## config.mk

```make
export PLATFORM = sky130hd
export DESIGN_NAME = spi_frame_engine
export DESIGN_NICKNAME = d
export VERILOG_FILES = /design/src/rtl/spi_fe_pkg.sv /design/src/rtl/spi_fe_regs.sv /design/src/rtl/spi_fe_baud.sv /design/src/rtl/spi_fe_shift.sv /design/src/rtl/spi_frame_engine.sv
export SDC_FILE = /design/constraint.sdc
export NUM_CORES = 1
export LEC_CHECK = 0
export BUFFER_PORTS_ARGS = -buffer_cell sky130_fd_sc_hd__buf_2
export CAP_MARGIN = 20
export CORE_ASPECT_RATIO = 1.2
export CORE_UTILIZATION = 35
export CTS_BUF_LIST = sky130_fd_sc_hd__clkbuf_2
export DETAILED_ROUTE_END_ITERATION = 10
export GPL_TIMING_DRIVEN = 0
export SLEW_MARGIN = 25
export SYNTH_ARGS = -nofsm -noshare
export SYNTH_HDL_FRONTEND = slang
export SYNTH_SLANG_ARGS = --single-unit
```

## constraint.sdc

```tcl
create_clock -name clk -period 4.09 [get_ports clk]
set_input_delay 0.818 -clock clk [delete_from_list [all_inputs] [get_ports clk]]
set_output_delay 0.818 -clock clk [all_outputs]
set_load 0.01 [all_outputs]
```

## src/rtl/spi_fe_pkg.sv

```systemverilog
package spi_fe_pkg;

    localparam int FE_DATA_W = 32;
    localparam int FE_DIV_W  = 16;
    localparam int FE_IDX_W  = $clog2(FE_DATA_W);
    localparam int FE_NB_W   = FE_IDX_W + 1;
    localparam int FE_EDGE_W = FE_IDX_W + 2;

    typedef enum logic [2:0] {
        ST_IDLE,
        ST_LOAD,
        ST_SHIFT,
        ST_NEXT,
        ST_DONE
    } fe_state_t;

    typedef struct packed {
        logic                multi;
        logic [1:0]          fmt;
        logic                drv_rise;
        logic                msb_first;
        logic                cs_idle;
        logic                clk_idle;
        logic                cs_sw;
        logic                cs_val;
        logic [FE_DIV_W-1:0] div;
    } fe_cfg_t;

    function automatic logic [FE_NB_W-1:0] fmt_bits(input logic [1:0] f);
        case (f)
            2'd0:    return FE_NB_W'(8);
            2'd1:    return FE_NB_W'(12);
            2'd2:    return FE_NB_W'(16);
            default: return FE_NB_W'(32);
        endcase
    endfunction

endpackage

```

## src/rtl/spi_fe_regs.sv

```systemverilog
module spi_fe_regs
    import spi_fe_pkg::*;
#(
    parameter int LEN_W = 16
) (
    input  logic             clk,
    input  logic             rst_n,
    input  logic             ctrl_wr,
    input  logic [31:0]      ctrl_wdata,
    input  logic             en_wr,
    input  logic [1:0]       en_wdata,
    input  logic             len_wr,
    input  logic [LEN_W-1:0] len_wdata,
    output fe_cfg_t          cfg,
    output logic [1:0]       en_q,
    output logic [LEN_W-1:0] len_q
);

    localparam int B_CSVAL  = 18;
    localparam int B_CSSW   = 19;
    localparam int B_CPOL   = 20;
    localparam int B_CSIDLE = 21;
    localparam int B_MSB    = 22;
    localparam int B_DRV    = 23;
    localparam int B_FMT    = 26;
    localparam int B_MULTI  = 31;

    fe_cfg_t decoded;
    logic    unused_ctrl;

    always_comb begin
        decoded.multi     = ctrl_wdata[B_MULTI];
        decoded.fmt       = ctrl_wdata[B_FMT+1:B_FMT];
        decoded.drv_rise  = ctrl_wdata[B_DRV];
        decoded.msb_first = ctrl_wdata[B_MSB];
        decoded.cs_idle   = ctrl_wdata[B_CSIDLE];
        decoded.clk_idle  = ctrl_wdata[B_CPOL];
        decoded.cs_sw     = ctrl_wdata[B_CSSW];
        decoded.cs_val    = ctrl_wdata[B_CSVAL];
        decoded.div       = ctrl_wdata[FE_DIV_W-1:0];
    end

    assign unused_ctrl = ^{ctrl_wdata[17:16], ctrl_wdata[25:24], ctrl_wdata[30:28]};

    always_ff @(posedge clk or negedge rst_n) begin
        if (!rst_n) begin
            cfg   <= '0;
            en_q  <= '0;
            len_q <= '0;
        end else begin
            if (ctrl_wr) cfg   <= decoded;
            if (en_wr)   en_q  <= en_wdata;
            if (len_wr)  len_q <= len_wdata;
        end
    end

endmodule

```

## src/rtl/spi_fe_baud.sv

```systemverilog
module spi_fe_baud #(
    parameter int DIV_W = 16
) (
    input  logic             clk,
    input  logic             rst_n,
    input  logic             run,
    input  logic [DIV_W-1:0] div,
    output logic             tick
);

    logic [DIV_W-1:0] cnt_q;

    assign tick = run && (cnt_q == div);

    always_ff @(posedge clk or negedge rst_n) begin
        if (!rst_n) begin
            cnt_q <= '0;
        end else if (!run || cnt_q == div) begin
            cnt_q <= '0;
        end else begin
            cnt_q <= cnt_q + DIV_W'(1);
        end
    end

endmodule

```

## src/rtl/spi_fe_shift.sv

```systemverilog
module spi_fe_shift
    import spi_fe_pkg::*;
(
    input  logic                 clk,
    input  logic                 rst_n,
    input  logic                 load,
    input  logic [FE_DATA_W-1:0] load_word,
    input  logic [FE_NB_W-1:0]   nbits,
    input  logic                 msb_first,
    input  logic                 tick,
    input  logic                 is_drive,
    input  logic [FE_EDGE_W-1:0] edge_idx,
    input  logic                 miso,
    output logic                 mosi,
    output logic [FE_DATA_W-1:0] rx_word
);

    logic [FE_DATA_W-1:0] tx_q;
    logic [FE_EDGE_W-1:0] drv_i;
    logic [FE_EDGE_W-1:0] smp_i;

    // Serial position i maps to word bit (nbits-1-i) or i.
    function automatic logic [FE_IDX_W-1:0] bitpos(input logic [FE_EDGE_W-1:0] i,
                                                   input logic [FE_NB_W-1:0]   nb,
                                                   input logic                 msb);
        logic [FE_EDGE_W-1:0] t;
        t = msb ? (FE_EDGE_W'(nb) - FE_EDGE_W'(1) - i) : i;
        return t[FE_IDX_W-1:0];
    endfunction

    assign drv_i = (edge_idx + FE_EDGE_W'(1)) >> 1;
    assign smp_i = edge_idx >> 1;

    always_ff @(posedge clk or negedge rst_n) begin
        if (!rst_n) begin
            tx_q    <= '0;
            rx_word <= '0;
            mosi    <= 1'b0;
        end else if (load) begin
            tx_q    <= load_word;
            rx_word <= '0;
            mosi    <= load_word[bitpos('0, nbits, msb_first)];
        end else if (tick) begin
            if (is_drive) begin
                if (drv_i < FE_EDGE_W'(nbits)) begin
                    mosi <= tx_q[bitpos(drv_i, nbits, msb_first)];
                end
            end else begin
                rx_word[bitpos(smp_i, nbits, msb_first)] <= miso;
            end
        end
    end

endmodule

```

## src/rtl/spi_frame_engine.sv

```systemverilog
module spi_frame_engine
    import spi_fe_pkg::*;
#(
    parameter int LEN_W = 16
) (
    input  logic             clk,
    input  logic             rst_n,
    input  logic             ctrl_wr,
    input  logic [31:0]      ctrl_wdata,
    input  logic             en_wr,
    input  logic [1:0]       en_wdata,
    input  logic             len_wr,
    input  logic [LEN_W-1:0] len_wdata,
    input  logic             tx_valid,
    input  logic [31:0]      tx_data,
    output logic             tx_pop,
    output logic             rx_push,
    output logic [31:0]      rx_data,
    output logic             sclk,
    output logic             mosi,
    input  logic             miso,
    output logic             cs_pin,
    output logic             frame_end,
    output logic             tx_underflow,
    output logic             busy
);

    fe_state_t            state_q, state_d;
    fe_cfg_t              cfg, run_cfg;
    logic [1:0]           en_q;
    logic [LEN_W-1:0]     len_q, rem_q;
    logic [FE_EDGE_W-1:0] edge_q;
    logic [FE_NB_W-1:0]   nbits;
    logic                 tick, sclk_q, cs_q, cpha, is_drive, last_edge;
    logic [FE_DATA_W-1:0] load_word;
    logic                 unused_run;

    spi_fe_regs #(.LEN_W(LEN_W)) u_regs (
        .clk        (clk),
        .rst_n      (rst_n),
        .ctrl_wr    (ctrl_wr),
        .ctrl_wdata (ctrl_wdata),
        .en_wr      (en_wr),
        .en_wdata   (en_wdata),
        .len_wr     (len_wr),
        .len_wdata  (len_wdata),
        .cfg        (cfg),
        .en_q       (en_q),
        .len_q      (len_q)
    );

    spi_fe_baud #(.DIV_W(FE_DIV_W)) u_baud (
        .clk   (clk),
        .rst_n (rst_n),
        .run   (state_q == ST_SHIFT),
        .div   (run_cfg.div),
        .tick  (tick)
    );

    assign nbits     = fmt_bits(run_cfg.fmt);
    assign cpha      = run_cfg.clk_idle ^ run_cfg.drv_rise;
    assign is_drive  = edge_q[0] ^ cpha;
    assign last_edge = (edge_q == ({nbits, 1'b0} - FE_EDGE_W'(1)));
    assign load_word = tx_valid ? tx_data : '0;
    assign unused_run = ^{run_cfg.multi, run_cfg.cs_idle, run_cfg.cs_sw, run_cfg.cs_val};

    spi_fe_shift u_shift (
        .clk       (clk),
        .rst_n     (rst_n),
        .load      (state_q == ST_LOAD),
        .load_word (load_word),
        .nbits     (nbits),
        .msb_first (run_cfg.msb_first),
        .tick      (tick),
        .is_drive  (is_drive),
        .edge_idx  (edge_q),
        .miso      (miso),
        .mosi      (mosi),
        .rx_word   (rx_data)
    );

    // State register
    always_ff @(posedge clk or negedge rst_n) begin
        if (!rst_n) state_q <= ST_IDLE;
        else        state_q <= state_d;
    end

    // Transitions
    always_comb begin
        state_d = state_q;
        unique case (state_q)
            ST_IDLE:  if (en_q == 2'b11 && tx_valid) state_d = ST_LOAD;
            ST_LOAD:  state_d = ST_SHIFT;
            ST_SHIFT: if (tick && last_edge) state_d = ST_NEXT;
            ST_NEXT:  state_d = (rem_q == '0) ? ST_DONE : ST_LOAD;
            ST_DONE:  state_d = ST_IDLE;
        endcase
    end

    // Registered outputs and datapath
    always_ff @(posedge clk or negedge rst_n) begin
        if (!rst_n) begin
            run_cfg <= '0;
            rem_q   <= '0;
            edge_q  <= '0;
            sclk_q  <= 1'b0;
            cs_q    <= 1'b0;
        end else begin
            unique case (state_q)
                ST_IDLE: begin
                    run_cfg <= cfg;
                    rem_q   <= cfg.multi ? len_q : '0;
                    edge_q  <= '0;
                    sclk_q  <= cfg.clk_idle;
                end
                ST_LOAD: edge_q <= '0;
                ST_SHIFT: begin
                    if (tick) begin
                        edge_q <= edge_q + FE_EDGE_W'(1);
                        sclk_q <= ~sclk_q;
                    end
                end
                ST_NEXT: if (rem_q != '0) rem_q <= rem_q - LEN_W'(1);
                default: ;
            endcase
            if (state_q != ST_SHIFT) begin
                cs_q <= cfg.cs_sw ? cfg.cs_val
                      : ((state_d != ST_IDLE) ? ~cfg.cs_idle : cfg.cs_idle);
            end
        end
    end

    assign sclk         = sclk_q;
    assign cs_pin       = cs_q;
    assign busy         = (state_q != ST_IDLE);
    assign tx_pop       = (state_q == ST_LOAD) && tx_valid;
    assign tx_underflow = (state_q == ST_LOAD) && !tx_valid;
    assign rx_push      = (state_q == ST_NEXT);
    assign frame_end    = (state_q == ST_DONE);

    a_r9_start_gate: assert property (@(posedge clk) disable iff (!rst_n)
        (state_q == ST_LOAD && $past(state_q) == ST_IDLE) |-> $past(en_q == 2'b11 && tx_valid));

    a_r7_cs_frozen: assert property (@(posedge clk) disable iff (!rst_n)
        (state_q == ST_SHIFT && $past(state_q) == ST_SHIFT) |-> $stable(cs_pin));

    a_r6_mosi_on_drive: assert property (@(posedge clk) disable iff (!rst_n)
        (state_q == ST_SHIFT && $past(state_q) == ST_SHIFT && !$stable(mosi))
        |-> ($past(tick) && $past(is_drive)));

    a_r10_end_pulse: assert property (@(posedge clk) disable iff (!rst_n)
        frame_end |=> !frame_end);

    a_r5_idle_level: assert property (@(posedge clk) disable iff (!rst_n)
        (state_q == ST_IDLE && $past(state_q) == ST_IDLE) |-> (sclk == $past(cfg.clk_idle)));

    a_r12_push_at_idle_clk: assert property (@(posedge clk) disable iff (!rst_n)
        rx_push |-> (sclk == run_cfg.clk_idle));

endmodule

```

==> metrics.txt, run 1 <==
# TYPE chip_impl_metric gauge
chip_impl_info{name="result_of_the_run",value="finished clean"} 1
chip_impl_metric{name="netlist_area",unit="um2"} 9040
chip_impl_metric{name="p_leak",unit="nW"} 4.77
chip_impl_info{name="cp_top_family",value="simple AND/OR/NAND/NOR gates"} 1
chip_impl_info{name="maxUsedRoutingLayer",value="met4"} 1
chip_impl_metric{name="detail_route.wl_per_cell",unit="um"} 16.8
chip_impl_metric{name="fraction_of_registers_with_async_set_reset",unit="%"} 100
chip_impl_metric{name="detailed_router_s_first_iteration_violation_count",unit=""} 447
chip_impl_metric{name="synth_edf_count",unit=""} 0
chip_impl_metric{name="synth.area.mux_share",unit="%"} 9.17
chip_impl_metric{name="synth-seq-area-share",unit="%"} 47.9
chip_impl_metric{name="maximum_number_of_pins_on_one_net_before_global_route_repair",unit=""} 61
chip_impl_metric{name="worst_pin_slew",unit="ps"} 940
chip_impl_info{name="end_kind",value="output port"} 1
chip_impl_metric{name="totalNegativeSetupSlack",unit="ps"} 0
chip_impl_metric{name="finalHoldViolations",unit=""} 0
chip_impl_metric{name="dp.final_hpwl",unit="um"} 17100
chip_impl_metric{name="dpl_cell_area",unit="um2"} 10100
chip_impl_metric{name="die_span_y",unit="um"} 178
chip_impl_metric{name="period_minus_slack",unit="ps"} 3660
chip_impl_metric{name="syn_inst",unit=""} 918
chip_impl_metric{name="cts.sink_count",unit=""} 173
chip_impl_info{name="min-delay-path-class",value="in2reg"} 1
chip_impl_metric{name="post_cts.repair.setup_buffers",unit=""} 0
chip_impl_info{name="synth_top_family_by_area",value="simple AND/OR/NAND/NOR gates"} 1
chip_impl_metric{name="wl",unit="um"} 23500
chip_impl_metric{name="cts_inserted_buffers",unit=""} 17
chip_impl_metric{name="worst_ep_arrival_time",unit="ps"} 2840
chip_impl_info{name="unrepaired_setup_endpoints_after_global_routing",value="false"} 1
chip_impl_metric{name="ys_ff_latch",unit=""} 173
chip_impl_metric{name="cp_num_cells",unit=""} 6
chip_impl_metric{name="drc",unit=""} 0
chip_impl_metric{name="setup_violations",unit=""} 0
chip_impl_info{name="worstPathCellList",value="clkbuf_1 > nor2_1 > nand2_1 > clkbuf_1 > nor2_1 > buf_2"} 1
chip_impl_metric{name="synth_warnings",unit=""} 0
chip_impl_metric{name="grt_pass1_vias",unit=""} 7388
chip_impl_metric{name="cts.hold.buffers_added",unit=""} 1
chip_impl_metric{name="grt_first_pass_wirelength",unit="um"} 38600
chip_impl_metric{name="final.period_utilization",unit="%"} 89.5
chip_impl_info{name="yosys.cell_count.top_type",value="sky130_fd_sc_hd__dfrtp_1"} 1
chip_impl_metric{name="crit_path_max_fanout",unit=""} 10
chip_impl_metric{name="layout_setup_ws",unit="ps"} 430
chip_impl_metric{name="floorplan.die_area",unit="um2"} 26500
chip_impl_metric{name="synthDistinctLibCells",unit=""} 66
chip_impl_metric{name="synth_xor_area_share",unit="%"} 5.16
chip_impl_metric{name="power.ir.vdd_worst",unit="mV"} 0.239
chip_impl_metric{name="syn_nets",unit=""} 1020
chip_impl_metric{name="max_cap_violations",unit=""} 0
chip_impl_info{name="worstSetupStartpointType",value="flop"} 1
chip_impl_metric{name="finish.instance_area",unit="um2"} 10400
chip_impl_metric{name="htree_levels",unit=""} 4
chip_impl_metric{name="num-nets-final",unit=""} 1160
chip_impl_metric{name="hold_depth",unit=""} 2
chip_impl_metric{name="synth_compound_area_share",unit="%"} 12.6
chip_impl_info{name="tritoncts_clock_tree",value="done"} 1
chip_impl_info{name="dominantRegCellSynth",value="sky130_fd_sc_hd__dfrtp_1"} 1
chip_impl_info{name="synth.top_cells.by_area",value="sky130_fd_sc_hd__dfrtp_1 48%, sky130_fd_sc_hd__nand2_1 6.8%, sky130_fd_sc_hd__mux2_2 5.6%, sky130_fd_sc_hd__o31ai_1 3.1%, sky130_fd_sc_hd__xor2_1 2.9%"} 1
chip_impl_metric{name="initial_core_util",unit="%"} 35.5
chip_impl_metric{name="io-pin-count",unit=""} 129
chip_impl_metric{name="track_usage",unit="%"} 18.6
chip_impl_metric{name="timing_max_transition_violations_final",unit=""} 0
chip_impl_metric{name="detailed_routing_iteration_count_for_the_pre_antenna_repair_pass",unit=""} 5
chip_impl_metric{name="pre_cts_slack",unit="ps"} 790
chip_impl_metric{name="r2r.worst_path.cells",unit=""} 11
chip_impl_metric{name="synthesis.area_per_instance",unit="um2"} 9.85
chip_impl_info{name="synth.largest_area_cell",value="sky130_fd_sc_hd__dfrtp_1"} 1
chip_impl_metric{name="drtAntennaViolNets",unit=""} 0
chip_impl_info{name="synth.cells.most_frequent",value="173 x sky130_fd_sc_hd__dfrtp_1, 163 x sky130_fd_sc_hd__nand2_1, 51 x sky130_fd_sc_hd__nor2_1"} 1
chip_impl_metric{name="overflow",unit=""} 0
chip_impl_metric{name="slew_headroom",unit="%"} 37.3
chip_impl_metric{name="cts_resized",unit=""} 0
chip_impl_metric{name="required_time_of_the_critical_path",unit="ps"} 3270
chip_impl_metric{name="wl_met1",unit="um"} 10300
chip_impl_metric{name="buffer_ports.inserted",unit=""} 118
chip_impl_metric{name="grt_antenna_before_repair",unit=""} 1
chip_impl_metric{name="worst_clock_skew",unit="ps"} 48.6
chip_impl_metric{name="max_freq",unit="MHz"} 273
chip_impl_metric{name="floorplan_core_area",unit="um2"} 25500
chip_impl_metric{name="synthAdderAreaFrac",unit="%"} 1.80
chip_impl_metric{name="number_of_vias_after_detailed_routing",unit=""} 7449
chip_impl_metric{name="placementRows",unit=""} 64
chip_impl_metric{name="synth_area_in_simple_gates",unit="%"} 19.9
chip_impl_info{name="slowest_stage",value="sky130_fd_sc_hd__dfrtp_1"} 1
chip_impl_metric{name="met3RoutedLength",unit="um"} 988
chip_impl_metric{name="route.met2.wl",unit="um"} 11600
chip_impl_metric{name="share_of_layout_cells_above_drive_strength_1",unit="%"} 22.7
chip_impl_info{name="cts_root_buf",value="sky130_fd_sc_hd__clkbuf_2"} 1
chip_impl_metric{name="n_fill_cell",unit=""} 2583
chip_impl_metric{name="yosysTopAreaCellShare",unit="%"} 47.9
chip_impl_metric{name="place_congestion",unit=""} 0.835
chip_impl_metric{name="cp_slowest_stage_delay",unit="ps"} 470
chip_impl_metric{name="clk_pin_slew",unit="ps"} 330
chip_impl_info{name="worstSetupPathType",value="reg2out"} 1
chip_impl_metric{name="routed_via_density",unit=""} 5.31
chip_impl_metric{name="clock_path_buffers",unit=""} 2
chip_impl_metric{name="flow.area_growth_from_synthesis",unit="%"} 15.0
chip_impl_metric{name="p_per_area",unit="nW/um2"} 611
chip_impl_metric{name="die_width",unit="um"} 149
chip_impl_metric{name="critical_path.n_buffers_inverters",unit=""} 3
chip_impl_metric{name="worst_skew_pair.late_latency",unit="ps"} 820
==> sequential cells by signal, indices dropped and copies added, names as in the netlist <==
name             count
u_regs.en_q          2
state_q              3
run_cfg             21
cs_pin               1
u_shift.rx_word     32
u_shift.tx_q        32
u_shift.mosi         1
rem_q               16
u_regs.cfg          25
u_regs.len_q        16
u_baud.cnt_q        16
edge_q               7
sclk                 1
==> worst register-to-register path: stages (launching register included) <==
cell	delay, ps
sky130_fd_sc_hd__dfrtp_1	580
sky130_fd_sc_hd__ha_1	350
sky130_fd_sc_hd__nand3_1	130
sky130_fd_sc_hd__xnor2_1	350
sky130_fd_sc_hd__inv_1	110
sky130_fd_sc_hd__ha_1	360
sky130_fd_sc_hd__o211ai_1	180
sky130_fd_sc_hd__a2bb2oi_1	310
sky130_fd_sc_hd__xor3_1	310
sky130_fd_sc_hd__a32oi_1	240
sky130_fd_sc_hd__o32ai_1	130
sky130_fd_sc_hd__o31ai_1	240
==> power by group <==
part / total, mW / leakage [nW] / switching [mW] / internal, mW
clock network: 0.978 / 0.160 / 0.755 / 0.223
logic: 2.74 / 2.41 / 1.70 / 1.04
registers: 2.64 / 2.20 / 0.389 / 2.25
==> cell type report <==
class                   instances  area (um2)  area share [%]
well taps                     330         413            3.97
plain buffers                  62         260            2.50
clock buffers                  17        85.1           0.818
clock inverters                15         189            1.82
flip-flops and latches        173        4330            41.6
repair buffers                121         666            6.40
multi-input cells             668        4400            42.3
inverters                      15        56.3           0.541
diodes                          1        2.50          0.0241
==> cells in the final DEF, fill, tap and decap left out, types with 3 or more instances in the layout <==
cell type / instances
sky130_fd_sc_hd__nand4_1: 35
sky130_fd_sc_hd__a21oi_1: 47
sky130_fd_sc_hd__xnor2_1: 13
sky130_fd_sc_hd__clkbuf_2: 18
sky130_fd_sc_hd__nor2b_1: 5
sky130_fd_sc_hd__and2_1: 4
sky130_fd_sc_hd__nand2b_1: 6
sky130_fd_sc_hd__inv_8: 5
sky130_fd_sc_hd__and3_1: 8
sky130_fd_sc_hd__nand2_1: 163
sky130_fd_sc_hd__inv_6: 3
sky130_fd_sc_hd__nor4b_4: 4
sky130_fd_sc_hd__a221oi_1: 4
sky130_fd_sc_hd__a211oi_1: 3
sky130_fd_sc_hd__nand3_1: 50
sky130_fd_sc_hd__xor2_1: 30
sky130_fd_sc_hd__buf_1: 6
sky130_fd_sc_hd__dfrtp_1: 173
sky130_fd_sc_hd__o21a_1: 3
sky130_fd_sc_hd__buf_2: 132
sky130_fd_sc_hd__o31ai_1: 37
sky130_fd_sc_hd__clkbuf_1: 39
sky130_fd_sc_hd__mux4_2: 9
sky130_fd_sc_hd__o21ai_0: 38
sky130_fd_sc_hd__inv_1: 13
sky130_fd_sc_hd__a22oi_1: 9
sky130_fd_sc_hd__mux2_2: 45
sky130_fd_sc_hd__mux2i_1: 12
sky130_fd_sc_hd__a32oi_1: 7
sky130_fd_sc_hd__clkinv_8: 6
sky130_fd_sc_hd__o211ai_1: 3
sky130_fd_sc_hd__ha_1: 13
sky130_fd_sc_hd__or2_2: 3
sky130_fd_sc_hd__nor3_1: 9
sky130_fd_sc_hd__nand4b_1: 3
sky130_fd_sc_hd__a21o_1: 3
sky130_fd_sc_hd__nor2_1: 51
sky130_fd_sc_hd__nor4_1: 9
sky130_fd_sc_hd__a2111oi_0: 3
==> worst paths after layout <==
kind                                 from        endpoint  slack [ps]
max reg2reg                     edge_q[1]    u_shift.mosi         760
min                         ctrl_wdata[3]   u_regs.cfg[3]         180
max in group asynchronous           rst_n  u_regs.en_q[0]        2590
min reg2reg                u_regs.cfg[12]     run_cfg[12]         500
min in group asynchronous           rst_n     run_cfg[22]         460
max                            state_q[2]    tx_underflow         430
==> through the flow <==
stage / total power, mW / instances / hold WS, ps / util, %
2_1_floorplan: 4.51 / 918 / 433 / -
3_3_place_gp: 5.34 / 1366 / 446 / 39.5
3_5_place_dp: 5.41 / 1368 / 453 / 39.7
4_1_cts: 6.41 / 1401 / 99.5 / 40.8
5_1_grt: 6.87 / 1402 / 70.0 / 40.9
6_report: 6.36 / 1402 / 184 / 40.9
==> metal layers <==
layer	track usage (%)	vias to the layer above
li1	-	3565
met1	23.5	3652
met2	31.6	190
met3	3.25	42
met4	7.36	0
met5	0	-
==> cell families after synthesis <==
family / after synthesis
compound gates: 176
xor+xnor: 47
fa+ha+maj: 13
buf+inv: 77
flops: 173
mux: 66
simple gates: 366
Power figures use the tool's default switching activity.
==> run 2: changes to the inputs <==
CELL_PAD_IN_SITES_DETAIL_PLACEMENT = 1   (was default)
CELL_PAD_IN_SITES_GLOBAL_PLACEMENT = 1   (was default)
PLACE_DENSITY_LB_ADDON = 0.1   (was default)
==> run 2 against run 1 <==
Worst setup slack got worse by 16 ps. First-iteration DRC count decreased by 19%. Via count about the same. Routed wire length increased by 9.6%. Largest power group unchanged.
==> metrics.txt, run 2 (same netlist as run 1, synthesis figures left out) <==
# TYPE chip_impl_metric gauge
chip_impl_metric{name="multiInputGateArea",unit="um2"} 4400
chip_impl_metric{name="slew_headroom",unit="%"} 31.5
chip_impl_metric{name="max_cap_violations",unit=""} 0
chip_impl_metric{name="placementRows",unit=""} 64
chip_impl_metric{name="sequential_cell_area",unit="um2"} 4330
chip_impl_metric{name="final.period_utilization",unit="%"} 89.9
chip_impl_metric{name="pre_cts_slack",unit="ps"} 746
chip_impl_metric{name="hold-worst-slack",unit="ps"} 204
chip_impl_metric{name="worst_pin_slew",unit="ps"} 1020
chip_impl_metric{name="cp_num_cells",unit=""} 5
chip_impl_info{name="mostFrequentLayoutCell",value="sky130_fd_sc_hd__dfrtp_1"} 1
chip_impl_info{name="tritoncts_clock_tree",value="done"} 1
chip_impl_metric{name="required_time_of_the_critical_path",unit="ps"} 3270
chip_impl_info{name="cts_root_buf",value="sky130_fd_sc_hd__clkbuf_2"} 1
chip_impl_metric{name="r2r.worst_path.cells",unit=""} 11
chip_impl_info{name="biggestRegsByFlops",value="u_shift.rx_word: 32 flops, u_shift.tx_q: 32 flops, u_regs.cfg: 25 flops"} 1
chip_impl_metric{name="worst_clock_skew",unit="ps"} 65.7
chip_impl_metric{name="detailed_router_s_first_iteration_violation_count",unit=""} 361
chip_impl_metric{name="routed_via_density",unit=""} 5.32
chip_impl_metric{name="n_fill_cell",unit=""} 3002
chip_impl_metric{name="grt_first_pass_wirelength",unit="um"} 42700
chip_impl_metric{name="number_of_vias_after_detailed_routing",unit=""} 7452
chip_impl_metric{name="dpl_cell_area",unit="um2"} 10100
chip_impl_metric{name="detail_route.wl_per_cell",unit="um"} 18.4
chip_impl_info{name="slowest_stage",value="sky130_fd_sc_hd__nor3_2"} 1
chip_impl_metric{name="htree_levels",unit=""} 4
chip_impl_metric{name="worst_skew_pair.late_latency",unit="ps"} 800
chip_impl_metric{name="wl",unit="um"} 25800
chip_impl_metric{name="post_cts.repair.setup_buffers",unit=""} 0
chip_impl_metric{name="hold_depth",unit=""} 2
chip_impl_metric{name="maximum_number_of_pins_on_one_net_before_global_route_repair",unit=""} 65
chip_impl_metric{name="cp_slowest_stage_delay",unit="ps"} 640
chip_impl_metric{name="detailed_routing_iteration_count_for_the_pre_antenna_repair_pass",unit=""} 5
chip_impl_metric{name="initial_core_util",unit="%"} 35.5
chip_impl_info{name="worst_path_most_repeated_cell",value="sky130_fd_sc_hd__clkbuf_1"} 1
chip_impl_metric{name="p_leak",unit="nW"} 4.77
chip_impl_metric{name="drtAntennaViolNets",unit=""} 0
chip_impl_info{name="result_of_the_run",value="finished clean"} 1
chip_impl_metric{name="place_congestion",unit=""} 0.802
chip_impl_metric{name="cts.sink_count",unit=""} 173
chip_impl_metric{name="finish.instance_area",unit="um2"} 10400
chip_impl_metric{name="flow.area_growth_from_synthesis",unit="%"} 15.1
chip_impl_metric{name="die_span_y",unit="um"} 178
chip_impl_metric{name="finalHoldViolations",unit=""} 0
chip_impl_info{name="min-delay-path-class",value="in2reg"} 1
chip_impl_info{name="worstSetupStartpointType",value="flop"} 1
chip_impl_metric{name="buffer_ports.inserted",unit=""} 118
chip_impl_metric{name="num-nets-final",unit=""} 1160
chip_impl_metric{name="period_minus_slack",unit="ps"} 3680
chip_impl_metric{name="track_usage",unit="%"} 20.7
chip_impl_info{name="worstPathCellList",value="clkbuf_1 > nor3_2 > inv_1 > clkbuf_1 > buf_2"} 1
chip_impl_info{name="end_kind",value="output port"} 1
chip_impl_metric{name="setup_violations",unit=""} 0
chip_impl_metric{name="clk_pin_slew",unit="ps"} 350
chip_impl_metric{name="worst_ep_arrival_time",unit="ps"} 2860
chip_impl_metric{name="critical_path.n_buffers_inverters",unit=""} 4
chip_impl_metric{name="clock_path_buffers",unit=""} 2
chip_impl_metric{name="layout_setup_ws",unit="ps"} 414
chip_impl_info{name="unrepaired_setup_endpoints_after_global_routing",value="false"} 1
chip_impl_info{name="worstSetupPathType",value="reg2out"} 1
chip_impl_metric{name="die_width",unit="um"} 149
chip_impl_metric{name="floorplan_core_area",unit="um2"} 25500
chip_impl_info{name="layout.cells.most_common_list",value="173 x sky130_fd_sc_hd__dfrtp_1, 163 x sky130_fd_sc_hd__nand2_1, 132 x sky130_fd_sc_hd__buf_2, 51 x sky130_fd_sc_hd__nor2_1, 50 x sky130_fd_sc_hd__nand3_1"} 1
chip_impl_metric{name="grt_pass1_vias",unit=""} 7756
chip_impl_metric{name="share_of_layout_cells_above_drive_strength_1",unit="%"} 22.7
chip_impl_metric{name="timing_max_transition_violations_final",unit=""} 0
chip_impl_metric{name="io-pin-count",unit=""} 129
chip_impl_metric{name="fin_util",unit="%"} 40.9
chip_impl_metric{name="power.ir.vdd_worst",unit="mV"} 0.213
chip_impl_metric{name="drc",unit=""} 0
chip_impl_metric{name="overflow",unit=""} 0
chip_impl_metric{name="crit_path_max_fanout",unit=""} 10
chip_impl_metric{name="max_freq",unit="MHz"} 272
chip_impl_metric{name="floorplan.die_area",unit="um2"} 26500
chip_impl_metric{name="dp.final_hpwl",unit="um"} 18600
chip_impl_info{name="cp_top_family",value="buffers and inverters"} 1
chip_impl_metric{name="p_per_area",unit="nW/um2"} 619
chip_impl_metric{name="grt_antenna_before_repair",unit=""} 1
chip_impl_metric{name="report.power.total",unit="mW"} 6.44
chip_impl_metric{name="cts_inserted_buffers",unit=""} 17
-- run 2: final cells by class --
| cell class | instances | area share [%] |
|---|---|---|
| Clock buffer | 17 | 0.818 |
| Multi-Input combinational cell | 668 | 42.3 |
| Tap cell | 330 | 3.97 |
| Sequential cell | 173 | 41.6 |
| Antenna cell | 1 | 0.0240 |
| Buffer | 62 | 2.50 |
| Inverter | 15 | 0.541 |
| Timing Repair Buffer | 121 | 6.40 |
| Clock inverter | 15 | 1.84 |
-- run 2: timing repair --
item | 4_1_cts | 5_1_grt
hold endpoints to repair | 52 | 0
hold buffers | 1 | 0
gates resized for setup | 0 | 0
-- run 2: where the power goes --
| group | switching (mW) | internal [mW] | total (mW) |
|---|---|---|---|
| combinational | 1.76 | 1.04 | 2.80 |
| clock | 0.779 | 0.223 | 1.00 |
| sequential | 0.387 | 2.25 | 2.64 |
-- run 2: worst paths after layout --
kind / slack [ps] / from / endpoint
max in group asynchronous: 2880 / rst_n / rem_q[8]
worst max-delay path: 410 / state_q[0] / busy
worst min register to register: 490 / u_regs.cfg[15] / run_cfg[15]
worst max register to register: 760 / edge_q[1] / u_shift.mosi
worst min-delay path: 200 / ctrl_wdata[10] / u_regs.cfg[10]
min in group asynchronous: 450 / rst_n / u_shift.tx_q[13]
-- run 2: per-layer routing --
metal | global-route usage, % | up-vias | part of all wire, %
met5 | 0 | - | 0
met4 | 5.19 | 0 | 1.3
met3 | 3.07 | 22 | 3.1
met2 | 35.1 | 137 | 48
met1 | 27.6 | 3731 | 47
li1 | - | 3562 | -
-- run 2: worst register-to-register path, stage by stage (launching register included) --
cell	delay, ps
sky130_fd_sc_hd__dfrtp_1	590
sky130_fd_sc_hd__ha_1	340
sky130_fd_sc_hd__nand3_1	120
sky130_fd_sc_hd__xnor2_1	370
sky130_fd_sc_hd__inv_1	110
sky130_fd_sc_hd__ha_1	360
sky130_fd_sc_hd__o211ai_1	180
sky130_fd_sc_hd__a2bb2oi_1	290
sky130_fd_sc_hd__xnor3_1	290
sky130_fd_sc_hd__a32oi_1	260
sky130_fd_sc_hd__o32ai_1	140
sky130_fd_sc_hd__o31ai_1	240
-- run 2: metrics by stage --
stage	instances	TNS [ps]
after floorplan	918	0
after global placement	1366	-146990
after detailed placement	1368	0
after CTS	1401	0
after global routing	1402	0
final	1402	0
